<file path="src/rtl/conv_seq_pkg.sv">
package conv_seq_pkg;
  typedef enum logic [1:0] {
    ST_CONV  = 2'd0,
    ST_SLEEP = 2'd1,
    ST_OUT   = 2'd2
  } seq_st_e;
endpackage

</file>
<file path="src/rtl/conv_seq_por.sv">
module conv_seq_por #(
  parameter int unsigned POR_CYCLES = 1229
) (
  input  logic clk_i,
  input  logic rst_ni,
  input  logic brownout_i,
  output logic busy_o
);
  localparam int unsigned PW = $clog2(POR_CYCLES + 1);
  logic [PW-1:0] cnt_q;

  assign busy_o = cnt_q < PW'(POR_CYCLES);

  always_ff @(posedge clk_i or negedge rst_ni) begin
    if (!rst_ni)         cnt_q <= '0;
    else if (brownout_i) cnt_q <= '0;
    else if (busy_o)     cnt_q <= cnt_q + 1'b1;
  end
endmodule

</file>
<file path="src/rtl/conv_seq_sckgen.sv">
module conv_seq_sckgen #(
  parameter int unsigned SCK_DIV = 8
) (
  input  logic clk_i,
  input  logic rst_ni,
  input  logic active_i,
  input  logic int_mode_i,
  input  logic sck_i,
  output logic sck_o,
  output logic fall_o
);
  localparam int unsigned DW = $clog2(SCK_DIV);
  logic [DW-1:0] div_q;
  logic          ext_q;

  always_ff @(posedge clk_i or negedge rst_ni) begin
    if (!rst_ni) begin
      div_q <= '0;
      ext_q <= 1'b0;
    end else begin
      ext_q <= sck_i;
      if (!active_i || div_q == DW'(SCK_DIV - 1)) div_q <= '0;
      else                                        div_q <= div_q + 1'b1;
    end
  end

  // low half first, falling edge when the divider wraps
  assign sck_o  = active_i & int_mode_i & (div_q >= DW'(SCK_DIV / 2));
  assign fall_o = active_i & (int_mode_i ? (div_q == DW'(SCK_DIV - 1))
                                         : (ext_q & ~sck_i));
endmodule

</file>
<file path="src/rtl/conv_seq_shift.sv">
module conv_seq_shift #(
  parameter int unsigned WORD_W = 32
) (
  input  logic              clk_i,
  input  logic              rst_ni,
  input  logic              clr_i,
  input  logic              load_i,
  input  logic [WORD_W-1:0] data_i,
  input  logic              shift_i,
  output logic              msb_o
);
  logic [WORD_W-1:0] sh_q;

  always_ff @(posedge clk_i or negedge rst_ni) begin
    if (!rst_ni)      sh_q <= '0;
    else if (clr_i)   sh_q <= '0;
    else if (load_i)  sh_q <= data_i;
    else if (shift_i) sh_q <= {sh_q[WORD_W-2:0], 1'b0};
  end

  assign msb_o = sh_q[WORD_W-1];
endmodule

</file>
<file path="src/rtl/conv_seq_top.sv">
module conv_seq_top
  import conv_seq_pkg::*;
#(
  parameter int unsigned CONV_1X    = 41036,
  parameter int unsigned CONV_2X    = 20556,
  parameter int unsigned POR_CYCLES = 1229,
  parameter int unsigned WORD_W     = 32,
  parameter int unsigned SCK_DIV    = 8
) (
  input  logic              clk_i,
  input  logic              rst_ni,
  input  logic              brownout_i,
  input  logic              cs_ni,
  input  logic              sck_i,
  input  logic              sck_int_i,
  input  logic              speed_2x_i,
  input  logic [WORD_W-1:0] res_word_i,
  output logic              eoc_o,
  output logic              sdo_o,
  output logic              sck_o
);
  localparam int unsigned CNT_MAX = (CONV_1X > CONV_2X) ? CONV_1X : CONV_2X;
  localparam int unsigned CNT_W   = $clog2(CNT_MAX);
  localparam int unsigned BIT_W   = $clog2(WORD_W);

  seq_st_e          st_q;
  logic [CNT_W-1:0] cnt_q;
  logic [CNT_W-1:0] conv_last;
  logic [BIT_W-1:0] bit_q;
  logic             fresh_q;
  logic             spd_q;
  logic             por_busy;
  logic             clr;
  logic             sck_fall;
  logic             sh_load;
  logic             sh_shift;
  logic             sh_msb;
  logic             conv_end;

  conv_seq_por #(.POR_CYCLES(POR_CYCLES)) u_por (
    .clk_i      (clk_i),
    .rst_ni     (rst_ni),
    .brownout_i (brownout_i),
    .busy_o     (por_busy)
  );

  assign clr       = por_busy | brownout_i;
  assign conv_last = spd_q ? CNT_W'(CONV_2X - 1) : CNT_W'(CONV_1X - 1);
  assign conv_end  = (st_q == ST_CONV) && (cnt_q == conv_last);

  always_ff @(posedge clk_i or negedge rst_ni) begin
    if (!rst_ni) begin
      st_q    <= ST_CONV;
      cnt_q   <= '0;
      bit_q   <= '0;
      fresh_q <= 1'b0;
      spd_q   <= 1'b0;
    end else if (clr) begin
      st_q    <= ST_CONV;
      cnt_q   <= '0;
      bit_q   <= '0;
      fresh_q <= 1'b0;
      spd_q   <= speed_2x_i;
    end else begin
      if (st_q != ST_CONV) spd_q <= speed_2x_i;
      unique case (st_q)
        ST_CONV: begin
          if (conv_end) begin
            cnt_q   <= '0;
            bit_q   <= '0;
            fresh_q <= 1'b1;
            st_q    <= cs_ni ? ST_SLEEP : ST_OUT;
          end else begin
            cnt_q <= cnt_q + 1'b1;
          end
        end
        ST_SLEEP: if (!cs_ni) st_q <= ST_OUT;
        ST_OUT: begin
          if (cs_ni) begin
            st_q    <= ST_CONV;
            fresh_q <= 1'b0;
            bit_q   <= '0;
          end else if (sck_fall) begin
            if (bit_q == BIT_W'(WORD_W - 1)) begin
              st_q    <= ST_CONV;
              fresh_q <= 1'b0;
              bit_q   <= '0;
            end else begin
              bit_q <= bit_q + 1'b1;
            end
          end
        end
        default: st_q <= ST_CONV;
      endcase
    end
  end

  conv_seq_sckgen #(.SCK_DIV(SCK_DIV)) u_sck (
    .clk_i      (clk_i),
    .rst_ni     (rst_ni),
    .active_i   (st_q == ST_OUT),
    .int_mode_i (sck_int_i),
    .sck_i      (sck_i),
    .sck_o      (sck_o),
    .fall_o     (sck_fall)
  );

  assign sh_load  = conv_end;
  assign sh_shift = (st_q == ST_OUT) && !cs_ni && sck_fall;

  conv_seq_shift #(.WORD_W(WORD_W)) u_sh (
    .clk_i   (clk_i),
    .rst_ni  (rst_ni),
    .clr_i   (clr),
    .load_i  (sh_load),
    .data_i  (res_word_i),
    .shift_i (sh_shift),
    .msb_o   (sh_msb)
  );

  assign eoc_o = fresh_q;
  assign sdo_o = (st_q == ST_OUT) ? sh_msb : 1'b1;
endmodule

</file>
<file path="config.mk">
export PLATFORM = sky130hd
export DESIGN_NAME = conv_seq_top
export DESIGN_NICKNAME = d
export VERILOG_FILES = /design/src/rtl/conv_seq_pkg.sv /design/src/rtl/conv_seq_por.sv /design/src/rtl/conv_seq_sckgen.sv /design/src/rtl/conv_seq_shift.sv /design/src/rtl/conv_seq_top.sv
export SDC_FILE = /design/constraint.sdc
export NUM_CORES = 1
export LEC_CHECK = 0
export BUFFER_PORTS_ARGS = -buffer_cell sky130_fd_sc_hd__buf_2
export CAP_MARGIN = 10
export CORE_ASPECT_RATIO = 1.1
export CORE_MARGIN = 1
export CORE_UTILIZATION = 60
export CTS_BUF_LIST = sky130_fd_sc_hd__clkbuf_4
export CTS_CLUSTER_DIAMETER = 40
export DETAILED_ROUTE_END_ITERATION = 8
export GPL_TIMING_DRIVEN = 0
export HOLD_SLACK_MARGIN = 0.08
export MAX_ROUTING_LAYER = met4
export PLACE_DENSITY = 0.82
export SYNTH_ARGS = -nofsm -noshare
export SYNTH_HDL_FRONTEND = slang
export SYNTH_SLANG_ARGS = --single-unit
export TNS_END_PERCENT = 50
</file>
<file path="constraint.sdc">
create_clock -name clk_i -period 2.22 [get_ports clk_i]
set_clock_uncertainty 0.15 [all_clocks]
set_input_delay 0.444 -clock clk_i [delete_from_list [all_inputs] [get_ports clk_i]]
set_output_delay 0.444 -clock clk_i [all_outputs]
set_load 0.1 [all_outputs]
</file>
# Word-level counts from Yosys, hierarchy flattened
# Index checks and enable logic that the tools add are counted.
[totals]
mem_bits_rw = 0
reg_bits = 72
out_inout_bits = 3
word_cells = 80
memories = 0
latchBits = 0
mem_bits_ro = 0
[classes]
add_sub_neg = 4
mux = 34
n_eq_ne = 9
reduce_logical = 16
mul = 0
div_mod_pow = 0
bitwise = 6
shift = 0
n_lt_le_gt_ge = 2
[ops]
columns = ["op", "count"]
rows = [
  ["$mux 32", 3],
  ["$mux 16", 4],
  ["$mux 5", 5],
  ["$mux 11", 2],
  ["$add 16x1->16 const B", 1],
  ["$eq 16x16->1", 1],
  ["$mux 2", 7],
  ["$add 11x1->11 const B", 1],
  ["$lt 11x11->1 const B", 1],
  ["$pmux 5 s2", 1],
  ["$mux 1", 9],
  ["$ne 4x4->1 const B", 2],
  ["$reduce_and 4->1", 2],
  ["$reduce_bool 2->1", 4],
  ["$ne 3x3->1 const B", 2],
  ["$pmux 2 s3", 1],
  ["$reduce_bool 3->1", 2],
  ["$add 5x1->5 const B", 1],
  ["$eq 5x5->1 const B", 1],
  ["$and 1x1->1", 4],
  ["$add 3x1->3 const B", 1],
  ["$eq 3x3->1 const B", 1],
  ["$ge 3x3->1 const B", 1],
  ["$logic_and 1x1->1", 3],
  ["10 further kinds", 11],
]

# Depth between registers and ports, before layout
[depth]
depth_word = 8
mapped_depth = 9

# By module
# Synthesis repeated with hierarchy kept, for this count alone.
[hier_totals]
hier_cells = 381
area_unflattened_um2 = 4122.7
[modules_own_cells]
columns = ["module", "cells_each", "instances", "seq_area_each_um2", "area_each_um2"]
rows = [
  ["conv_seq_shift", 142, 1, 800.8, 1821.7],
  ["conv_seq_top", 165, 1, 625.6, 1531.5],
  ["conv_seq_por", 62, 1, 275.3, 585.6],
  ["conv_seq_sckgen", 12, 1, 100.1, 183.9],
]

# Worst setup path before layout
# OpenSTA, ideal clock, no wires.
[synth_path]
path_kind = "reg-to-output"
start = "register st_q[0]"
end = "output port sck_o"
path_slack_ns = -0.326
arrival_ns = 1.952
stages_incl_launch_ff = 4
cell_sequence = "dfrtp_1 nand2b_1 buf_2 nor2_1"
[synth_via]
elab_chain_cells = 3
[synth_rtl]
columns = ["element", "line_no", "text"]
rows = [
  ["start, declared", "conv_seq_top.sv:26", "seq_st_e st_q;"],
  ["start signal, assigned", "conv_seq_top.sv:72", "st_q <= cs_ni ? ST_SLEEP : ST_OUT;"],
  ["$eq 2x2->1", "conv_seq_top.sv:101", ".active_i (st_q == ST_OUT),"],
  ["$and 1x1->1 (2 in a row)", "conv_seq_sckgen.sv:28", "assign sck_o = active_i & int_mode_i & (div_q >= DW'(SCK_DIV / 2));"],
  ["end, declared", "conv_seq_top.sv:20", "output logic sck_o"],
]
# No other way between the ends.

# Worst setup path in the final report
[layout_path]
start = "register st_q[0]"
end = "output port sdo_o"
[layout_via]
elab_chain_cells = 2
[layout_rtl]
columns = ["element", "line_no", "text"]
rows = [
  ["$eq 2x2->1", "conv_seq_top.sv:122", "assign sdo_o = (st_q == ST_OUT) ? sh_msb : 1'b1;"],
  ["$mux 1", "conv_seq_top.sv:122", ""],
  ["end, declared", "conv_seq_top.sv:19", "output logic sdo_o,"],
]
# No other way between the ends.

==> results.yml <==
power:
  leakagePower_nw: 1.80
  peakVddDrop_mv: 0.480
  p_per_area_nw_per_um2: 512
  p_total_w: 0.00215
worst_setup_path:
  cp.arrival_ns: 1.61
  cp.required_ns: 1.63
  worstSetupPathType: "flop to output pin"
  crit_path_start_kind: "flop"
  cp_max_fo: 9
  end_kind: "output pin"
route:
  num_vias: 2961
  ant_nets: 0
  detail_route.wl_per_cell_um: 15.0
  initialDrtViolationCount: 140
  drt_first_pass_iters: 4
  drc: 0
  vias_per_cell: 5.89
  routed_wl_um: 7560
floorplanning:
  start_util_pct: 62.6
  die-area_um2: 6370
  core_area_um2: 5810
  die_h_um: 83.6
  num_rows: 29
  io_pins: 42
  fp.dieW_um: 76.2
logic_synthesis:
  ys_seq_elements: 72
  synth_mux_area_share_pct: 9.44
  synthSimpleGateAreaFrac_pct: 16.5
  synth_compound_area_share_pct: 15.2
  synth_xor_area_share_pct: 3.86
  synth_edf_count: 0
  syn_nets: 406
  ys_seq_area_share_pct: 49.6
  synthesis.area_um2: 3630
  synth_top_family_by_area: "simple AND/OR/NAND/NOR gates"
  syn_avg_cell_area_um2: 10.1
  synth_fa_ha_area_share_pct: 2.07
  synth-async-reset-ratio_pct: 100
  yosysWarnings: 0
  synth_cells: 361
  synth_cell_type_count: 44
  synth_flop_cell: "dfrtp_1"
worst_hold_path:
  hold_path_class: "input port to flop"
timing:
  timing.hold.ws_ns: 0.121
  finalHoldViolCount: 0
  clock.fmax_ghz: 0.455
  tightest_slew_ns: 0.857
  final-setup-viol-count: 0
  period_minus_slack_ns: 2.20
  rsz0062_at_grt: "yes"
  min_period_over_period_pct: 99.1
  tns_ns: 0
  final_max_slew_viol_count: 0
  maxSlewHeadroom_pct: 42.8
cts:
  cts-buffers-inserted: 9
  cts.sinks: 72
  cts_tree: "yes"
  clk_pin_slew_worst_paths_ns: 0.12
  cts_buffer_depth: 2
  clock_latency_ns: 0.43
  h-tree-depth: 3
  root_buffer: "clkbuf_4"
global_route:
  antenna_found_initial: 0
  grt_overflow: 0
  grt_pass1_wl_um: 13200
  grt_pass1_vias: 2983
  grt_start_max_net_pins: 73
  grt_use_total_pct: 27.0
placed_design:
  dpl.hpwl_um: 5210
  gp_congestion: 0.824
  port_buffers: 41
  place_area_um2: 3940
layout:
  utilization_pct: 72.4
  nFillCells: 433
  antennaDiodeCount: 0
  drive_gt1_share_pct: 22.1
  final_cell_area_um2: 4200
  final_common_cell: "dfrtp_1"
  layout.nets: 466
  layout_common_cells: "69 x dfrtp_1, 47 x buf_2, 43 x a21oi_1"
  area_growth_pct: 15.7
outcome:
  status: "completed"
job:
  max_cap_violations: 0
flip-flops by register name (all words and copies together), names as in the netlist:
name and count:
bit_q 5, cnt_q 16, eoc_o 1, spd_q 1, st_q 2, u_por.cnt_q 11, u_sck.div_q 3, u_sck.ext_q 1
u_sh.sh_q 32
per-stage QoR:
stage                     cells  worst slack, ns
after global placement      479          -0.0936
after CTS                   501          0.00221
final                       503           0.0202
after detailed placement    479           -0.229
after floorplan             361            0.134
after global routing        503          -0.0485
report_power, final:
group | switching (W) | total, W | internal (W) | leakage, nW
Sequential | 0.00000836 | 0.00133 | 0.00132 | 0.994
Clock | 0.000505 | 0.000743 | 0.000238 | 0.0629
Combinational | 0.0000486 | 0.0000850 | 0.0000363 | 0.744
critical path, stage by stage (launching register included):
cell      delay, ns
dfrtp_1        0.39
nand2b_1       0.13
buf_2          0.18
or2_2          0.29
buf_6          0.19
path summary, 6_finish.rpt:
| path | start | end | slack [ns] | cells after the start |
|---|---|---|---|---|
| worst max-delay path | st_q[0] | sdo_o | 0.02 | 4 |
| min in group asynchronous | rst_ni | u_sck.div_q[0] | 0.51 | 2 |
| worst max register to register | u_por.cnt_q[8] | cnt_q[8] | 0.05 | 5 |
| max in group asynchronous | rst_ni | cnt_q[12] | 0.79 | 2 |
| worst min-delay path | speed_2x_i | spd_q | 0.12 | 3 |
| worst min register to register | u_sck.div_q[0] | u_sck.div_q[0] | 0.32 | 1 |
cells by family after synthesis:
family          Yosys count
simple gates            110
flops                    72
xor+xnor                 16
mux                      34
buf+inv                  25
compound gates           98
fa+ha+maj                 6
synthesized netlist by cell type (all sizes together), types with 8 or more instances:
master	number	share of area (%)
mux2i	32	8.8
clkbuf	9	0.93
xor2	14	3.4
o21ai	38	5.2
dfrtp	72	50
nand4	8	1.4
nand3	17	2.3
nand2	17	1.8
buf	13	2.1
a21oi	43	5.9
nor2	25	2.6
and3	9	1.6
cell type report:
| cell class | instances | area, µm² | share of cell area [%] |
|---|---|---|---|
| Tap cell | 77 | 96.3 | 2.29 |
| Buffer | 22 | 126 | 3.01 |
| Timing Repair Buffer | 49 | 287 | 6.82 |
| Multi-Input combinational cell | 264 | 1760 | 41.8 |
| Clock buffer | 9 | 67.6 | 1.61 |
| Sequential cell | 72 | 1810 | 42.9 |
| Clock inverter | 7 | 55.1 | 1.31 |
| Inverter | 3 | 11.3 | 0.268 |
timing repair:
item	in CTS	in global routing
setup buffers	2	2
hold buffers	4	0
resized for setup	12	25
endpoints found under the setup margin	43	37
hold endpoints to repair	75	0
layer usage:
layer | GRT usage, % | vias to the layer above | part of all wire (%)
met5 | - | - | 0
met4 | 11.9 | 0 | 2.1
met3 | 5.68 | 15 | 4.4
met2 | 43.1 | 65 | 47
met1 | 33.4 | 1438 | 46
li1 | - | 1443 | -
Power figures use the tool's default switching activity.
